**src/rtl/burst_pkt_encoder.sv**
```systemverilog
module burst_pkt_encoder #(
  parameter int SYNC_LEN    = 252,
  parameter int WORDS       = 16,
  parameter int PAIRS       = 4,
  parameter int WINDOW_CLKS = 2_500_000
) (
  input  logic                 clk,
  input  logic                 rst_n,
  input  logic                 start,
  input  logic [WORDS*8-1:0]   msg,
  input  logic                 cont_mode,
  input  logic                 duty_en,
  input  logic                 stop_req,
  input  logic                 bit_tick,
  output logic                 tx_bit,
  output logic                 tx_en,
  output logic                 done
);
  localparam int IDX_W  = $clog2(WORDS);
  localparam int WORD_W = 8 + IDX_W + 2;
  localparam int BP_W   = $clog2(WORD_W);
  localparam int SC_W   = $clog2(SYNC_LEN);
  localparam int RP_W   = $clog2(PAIRS) + 1;
  localparam int WIN_W  = $clog2(WINDOW_CLKS);
  localparam int HALF   = WINDOW_CLKS / 2;

  logic [WORDS*8-1:0] msg_q;
  logic               cont_q, duty_q, active, in_data, done_q;
  logic [SC_W-1:0]    sync_cnt;
  logic [IDX_W-1:0]   word_idx;
  logic [BP_W-1:0]    bit_pos;
  logic [RP_W-1:0]    reps;
  logic [WIN_W-1:0]   win_cnt;

  logic [7:0]         cur_byte;
  logic [WORD_W-1:0]  word;
  logic               gate_open, step, sync_last, word_last, pkt_last, last_step, stop_now;

  assign cur_byte  = msg_q[{word_idx, 3'b000} +: 8];
  assign word      = {cur_byte, word_idx, ^cur_byte, ^word_idx};
  assign gate_open = !duty_q || (win_cnt < WIN_W'(HALF));
  assign step      = active && gate_open && bit_tick;
  assign sync_last = sync_cnt == SC_W'(SYNC_LEN - 1);
  assign word_last = bit_pos == BP_W'(WORD_W - 1);
  assign pkt_last  = word_last && (word_idx == IDX_W'(WORDS - 1));
  assign last_step = step && in_data && pkt_last && !cont_q && (reps == RP_W'(PAIRS - 1));
  assign stop_now  = active && cont_q && stop_req;

  assign tx_en  = active && gate_open;
  assign done   = done_q;
  assign tx_bit = active && (in_data ? word[BP_W'(WORD_W - 1) - bit_pos] : sync_cnt[0]);

  always_ff @(posedge clk) begin
    if (!rst_n) begin
      msg_q    <= '0;
      cont_q   <= 1'b0;
      duty_q   <= 1'b0;
      active   <= 1'b0;
      in_data  <= 1'b0;
      done_q   <= 1'b0;
      sync_cnt <= '0;
      word_idx <= '0;
      bit_pos  <= '0;
      reps     <= '0;
      win_cnt  <= '0;
    end else if (!active) begin
      if (start) begin
        msg_q    <= msg;
        cont_q   <= cont_mode;
        duty_q   <= duty_en;
        active   <= 1'b1;
        in_data  <= 1'b0;
        done_q   <= 1'b0;
        sync_cnt <= '0;
        word_idx <= '0;
        bit_pos  <= '0;
        reps     <= '0;
        win_cnt  <= '0;
      end
    end else begin
      win_cnt <= (win_cnt == WIN_W'(WINDOW_CLKS - 1)) ? '0 : win_cnt + 1'b1;
      if (stop_now) begin
        active <= 1'b0;
        done_q <= 1'b1;
      end else if (step) begin
        if (!in_data) begin
          if (sync_last) begin
            in_data  <= 1'b1;
            sync_cnt <= '0;
          end else begin
            sync_cnt <= sync_cnt + 1'b1;
          end
        end else if (!word_last) begin
          bit_pos <= bit_pos + 1'b1;
        end else begin
          bit_pos <= '0;
          if (!pkt_last) begin
            word_idx <= word_idx + 1'b1;
          end else begin
            word_idx <= '0;
            in_data  <= 1'b0;
            if (last_step) begin
              active <= 1'b0;
              done_q <= 1'b1;
            end else if (!cont_q) begin
              reps <= reps + 1'b1;
            end
          end
        end
      end
    end
  end
endmodule

```
**config.mk**
```make
export PLATFORM = sky130hd
export DESIGN_NAME = burst_pkt_encoder
export DESIGN_NICKNAME = d
export VERILOG_FILES = /design/src/rtl/burst_pkt_encoder.sv
export SDC_FILE = /design/constraint.sdc
export NUM_CORES = 1
export LEC_CHECK = 0
export CAP_MARGIN = 20
export CORE_ASPECT_RATIO = 1.25
export CORE_MARGIN = 4
export CORE_UTILIZATION = 36
export CTS_BUF_LIST = sky130_fd_sc_hd__clkbuf_4 sky130_fd_sc_hd__clkbuf_8
export CTS_CLUSTER_DIAMETER = 30
export CTS_CLUSTER_SIZE = 14
export DETAILED_ROUTE_END_ITERATION = 12
export HOLD_SLACK_MARGIN = 0.05
export PLACE_DENSITY = 0.64
export SYNTH_ARGS = -nofsm -noshare
export SYNTH_HDL_FRONTEND = slang
export SYNTH_SLANG_ARGS = --single-unit
```
**constraint.sdc**
```tcl
create_clock -name clk -period 3.8 [get_ports clk]
set_input_delay 0.38 -clock clk [delete_from_list [all_inputs] [get_ports clk]]
set_output_delay 0.38 -clock clk [all_outputs]
set_load 0.01 [all_outputs]
```
==> results.toml, run 1 <==
[routing]
met1Wirelength_um = 10100
firstDrtPassIters = 7
ant_nets = 0
drt_iter0_drc = 472
drc = 0
finalWirelength_um = 22400
vias = 7413
top_layer = "met4"
dr_wl_met2_um = 10900
vias_per_cell = 5.28
post_drt_wl_per_cell_um = 15.9
wl_met3_um = 883

[global_routing]
grt_remaining_overflow = 0
grt_pass1_wl_um = 35400
grt_pass1_vias = 7008
antenna_found_initial = 0
grt_max_degree = 91
grt_usage = 0.173

[sta]
min_period_ns = 3.63
rsz0062_at_grt = "no"
max_freq_mhz = 275
final-setup-viol-count = 0
skew_ns = 0.0127
worst_pin_slew_ns = 0.840
final.period_utilization = 0.956
drv_slew = 0
fin_tns_setup_ns = 0
hold_viol = 0
slew_headroom = 0.440

[setup_path]
rr_worst_depth = 8
critPathKind = "reg2out"
cp_cell_sequence = "buf_12, mux4_1, mux2i_1, mux4_2, o41ai_1, a211o_1, a2111oi_2, a21oi_2, dlygate4sd2_1"
critPathMaxFanout = 14
endpoint_kind = "primary output"
cp_slowest_cell = "mux4_1"
crit_start = "word_idx[0]$_SDFFE_PN0P_"
reg2reg_to = "win_cnt[19]$_SDFFE_PN0N_"
slowest_delay_ns = 0.58
r2r_slack_ns = 1.12
startpoint_type = "flip-flop"
crit_required_ns = 3.42
crit_arrival_ns = 3.25
r2r-start = "win_cnt[0]$_SDFFE_PN0N_"

[cts]
clk_latency_ns = 0.46
cts_tree = "built"
htree_levels = 4
cts_hold_buf = 0
cts_buffer_depth = 2
clock_tree.root_cell = "clkbuf_8"
clk_pin_slew_ns = 0.10
clock_sinks = 174
cts_buffers = 17

[yosys]
muxShareOfSynthArea = 0.120
synth-seq-cells = 174
synth_top_family_by_area = "simple AND/OR/NAND/NOR gates"
synth_cell_types = 56
async_flop_share = 0
avgSynthCellArea_sq_um = 8.23
synth_top_area_share = 0.419
synth_adder_area_share = 0.0150
synth.cell_area_sq_um = 8320
synth_edf_count = 0
synth_ff_type = "dfxtp_1"
synth_commonest_cells = "291 x nand2_1, 174 x dfxtp_1, 168 x a21oi_1"
synth-compound-area-share = 0.161
syn_nets = 1156
synthesis.instances = 1011
synth.area.top_cells = "dfxtp_1 42%, nand2_1 13%, a21oi_1 10%"
ys_seq_area_frac = 0.419
yosysWarnings = 0
yosysMostFrequentCell = "nand2_1"
yosys.area.top_type = "dfxtp_1"
yosys.area_share.simple = 0.228
synthXorXnorAreaFrac = 0.0116

[power_and_ir_drop]
ir_worst_vdd_mv = 0.208
finalPower_mw = 3.90
cellPowerDensity_nw_per_um2 = 376
leakagePower_nw = 3.70

[floorplan]
die_area_sq_um = 25600
die_w_um = 144
coreArea_sq_um = 22500
rows = 61
io_pins = 138
die_h_um = 178
initial_core_util = 0.370

[worst_hold_path]
hold_start = "msg[37]"
hold_end = "msg_q[37]$_SDFFE_PN0P_"
hold_depth = 3
hp-class = "in2reg"

[placement]
portBuffers = 137
finalWeightedCongestion = 0.837
hpwlAfterDp_um = 16300

[flow_run]
cap_violations = 0

[layout]
fillers = 2173
n_antenna_cell = 0
nets = 1254
seq_area_sq_um = 3490
area_delta_synth_final_pct = 24.5
layout-drive-gt1-share = 0.0749
multi_input_area_sq_um = 4500

[run_status]
status = "finished, final reports clean"
## metal layers
layer  global-route usage  vias to the layer above
met5                    0                        -
met4               0.0616                        0
met3               0.0298                       35
met2                0.280                      177
met1                0.233                     3471
li1                     -                     3730
## stage by stage
| step | utilization | cell area, sq um | hold slack [ns] | std cells | setup slack, ns |
|---|---|---|---|---|---|
| 2_1_floorplan | - | 8320 | 0.432 | 1011 | 1.01 |
| 3_3_place_gp | 0.439 | 9880 | 0.440 | 1370 | 0.335 |
| 3_5_place_dp | 0.439 | 9880 | 0.446 | 1370 | 0.289 |
| 4_1_cts | 0.460 | 10300 | 0.415 | 1404 | 0.118 |
| 5_1_grt | 0.460 | 10400 | 0.428 | 1405 | 0.0108 |
| 6_report | 0.460 | 10400 | 0.445 | 1405 | 0.166 |
## cell usage in the layout, fill, tap and decap left out, drive strengths merged, types with 4 or more instances in the layout
master,n
nand2,291
dfxtp,174
a21oi,168
clkdlybuf4s50,136
nor2,36
o21ai,31
mux4,30
mux2i,23
clkbuf,18
buf,18
nand3,17
inv,15
and3,11
nand4,11
nor3,10
ha,10
a31oi,9
xnor2,8
nor3b,8
nor2b,8
and2,7
a22oi,6
nor4,5
or3,5
nand4b,5
clkinv,5
or4,4
o22ai,4
## area by class of cell
class                      instances  share of cell area
inverter                          10             0.00386
clock buffer                      18              0.0239
multi-input combinational        751               0.435
sequential                       174               0.337
clock inverter                    14              0.0174
tap                              283              0.0342
timing repair buffer             155               0.149
## critical path, delay by kind of cell (launching register included)
family / cells / cell delay (ns)
buf+inv: 2 / 0.47
compound gates: 4 / 0.83
mux: 3 / 1.05
flops: 1 / 0.43
## power by group
| part | total (mW) | internal, mW | switching, mW |
|---|---|---|---|
| clock | 1.40 | 0.681 | 0.715 |
| combinational | 0.531 | 0.268 | 0.263 |
| sequential | 1.97 | 1.91 | 0.0601 |
| total | 3.90 | 2.86 | 1.04 |
## kinds of logic after synthesis
logic type	after synthesis
xor gates and xnor gates	11
and+or+nand+nor	432
muxes	56
buffers and inverters	86
adders and majority gates	10
DFF	174
AOI/OAI and AO/OA	242
## state kept, by name, summed over array words and instances, names as in the netlist
name / count
active: 1
bit_pos: 4
cont_q: 1
done: 1
duty_q: 1
in_data: 1
msg_q: 128
reps: 3
sync_cnt: 8
win_cnt: 22
word_idx: 4
## how the worst max path moves through the flow
stage                        end  slack, ns
after floorplan           tx_bit       1.01
after global placement    tx_bit       0.34
after detailed placement  tx_bit       0.29
after CTS                 tx_bit       0.12
after global routing      tx_bit       0.01
final                     tx_bit       0.17
## what timing repair did
action / 4_1_cts / 5_1_grt
resized for setup: 5 / 1
buffers inserted: 2 / 1
setup endpoints to repair: 1 / 1
Power figures use the tool's default switching activity.
==> run 2, diff against run 1 <==
clock period = 3.7 ns   (was 3.8 ns; I/O delays follow)
==> results.toml, run 2 (synthesized netlist as in run 1, its figures left out) <==
[cts]
clock_tree.root_cell = "clkbuf_8"
cts_hold_buf = 0
htree_levels = 4
clk_pin_slew_ns = 0.10
clock_sinks = 174
cts_buffer_depth = 2
cts_tree = "built"
clk_latency_ns = 0.47
cts_buffers = 17

[layout]
fin_area_sq_um = 10400
regMostFlops = "msg_q"
n_antenna_cell = 0
reg_top3 = "msg_q (128), win_cnt (22), sync_cnt (8)"
nets = 1259
fin_util = 0.464
area_delta_synth_final_pct = 25.4
mostFrequentLayoutCells = "291 x nand2_1, 172 x dfxtp_1, 167 x a21oi_1, 136 x clkdlybuf4s50_1, 36 x nor2_1"
largest_reg_flops = 128
layout.cells.most_common = "nand2_1"
layout-drive-gt1-share = 0.0834

[power_and_ir_drop]
finalPower_mw = 3.87
cellPowerDensity_nw_per_um2 = 371
leakagePower_nw = 3.72
p_int_mw = 2.75
ir_worst_vdd_mv = 0.219
power.net_switching_mw = 1.12
combPwrFrac = 0.146
power_switching_share = 0.290
power_frac_seq = 0.522
pwr-share-clk = 0.332

[global_routing]
grt_remaining_overflow = 0
use_met1 = 0.240
grt_pass1_vias = 7259
antenna_found_initial = 0
grt_usage = 0.180
grt_max_degree = 91
use_met2 = 0.293
grt_pass1_wl_um = 36800
grtUsageMet3 = 0.0346
busiest_layer = "met2"

[floorplan]
coreArea_sq_um = 22500
die_area_sq_um = 25600
rows = 61
io_pins = 138
initial_core_util = 0.370
die_h_um = 178
die_w_um = 144

[routing]
drc = 0
drt_iter0_drc = 432
vias = 7440
finalWirelength_um = 22800
ant_nets = 0
vias_per_cell = 5.28
post_drt_wl_per_cell_um = 16.2
firstDrtPassIters = 5

[placement]
portBuffers = 137
finalWeightedCongestion = 0.820
pre_cts_slack_ns = 0.210
placed_area_sq_um = 9940
hpwlAfterDp_um = 16400

[sta]
min_period_ns = 3.59
worst_slack_ns = 0.108
max_freq_mhz = 278
skew_ns = 0.0139
fin_tns_setup_ns = 0
hold_viol = 0
slew_headroom = 0.444
final.period_utilization = 0.971
worst_pin_slew_ns = 0.834
drv_slew = 0
final-setup-viol-count = 0

[setup_path]
crit_arrival_ns = 3.22
critPathKind = "reg2out"
crit_required_ns = 3.33
endpoint_kind = "primary output"
critPathMaxFanout = 9
startpoint_type = "flip-flop"

[run_status]
status = "finished, final reports clean"

[flow_run]
cap_violations = 0

[worst_hold_path]
hp-class = "in2reg"
-- run 2: what timing repair did --
item | in CTS | in global routing
buffers inserted | 0 | 5
setup endpoints to repair | 1 | 1
pin swaps | 0 | 4
cloned | 1 | 0
gates resized for setup | 6 | 6
-- run 2: worst max-delay path, stage by stage, from the launching register on --
cell	delay, ns
dfxtp_4	0.41
buf_12	0.14
buf_6	0.15
mux4_1	0.62
mux4_2	0.51
nor4_2	0.17
a211o_1	0.20
a2111oi_4	0.05
a21oi_2	0.20
dlygate4sd2_1	0.29
-- run 2: metrics by stage --
stage                     hold slack (ns)  std cells
after CTS                           0.410       1405
after global placement              0.439       1372
after global routing                0.409       1410
final                               0.437       1410
after floorplan                     0.432       1011
after detailed placement            0.443       1372
-- run 2: cell type report --
class,instances,area (sq um)
Fill cell,2173,12100
Tap cell,283,354
Clock inverter,15,149
Timing Repair Buffer,160,1650
Clock buffer,17,234
Sequential cell,174,3490
Multi-Input combinational cell,751,4520
Inverter,10,40.0
-- run 2: path summary, 6_finish.rpt --
| path | slack, ns | end | cells after the start | start |
|---|---|---|---|---|
| worst max register to register | 1.15 | win_cnt[21]$_SDFFE_PN0N_ | 7 | win_cnt[4]$_SDFFE_PN0N_ |
| worst max-delay path | 0.11 | tx_bit | 9 | word_idx[0]$_SDFFE_PN0P_ |
| worst min-delay path | 0.44 | msg_q[56]$_SDFFE_PN0P_ | 3 | msg[56] |
| worst min register to register | 0.45 | msg_q[110]$_SDFFE_PN0P_ | 2 | msg_q[110]$_SDFFE_PN0P_ |
-- run 2: power groups by stage --
stage | Clock [mW] | Combinational [mW] | Sequential, mW
final | 1.29 | 0.564 | 2.02
after detailed placement | 0 | 0.555 | 2.06
after global placement | 0 | 0.548 | 2.07
after floorplan | 0 | 0.320 | 2.04
after global routing | 1.40 | 0.623 | 2.03
after CTS | 1.32 | 0.562 | 2.02
-- run 2: per-layer routing --
| layer | wire length (um) | vias up |
|---|---|---|
| met4 | 501 | 0 |
| met1 | 10200 | 3496 |
| met3 | 1050 | 32 |
| met5 | 0 | - |
| li1 | - | 3741 |
| met2 | 11100 | 171 |
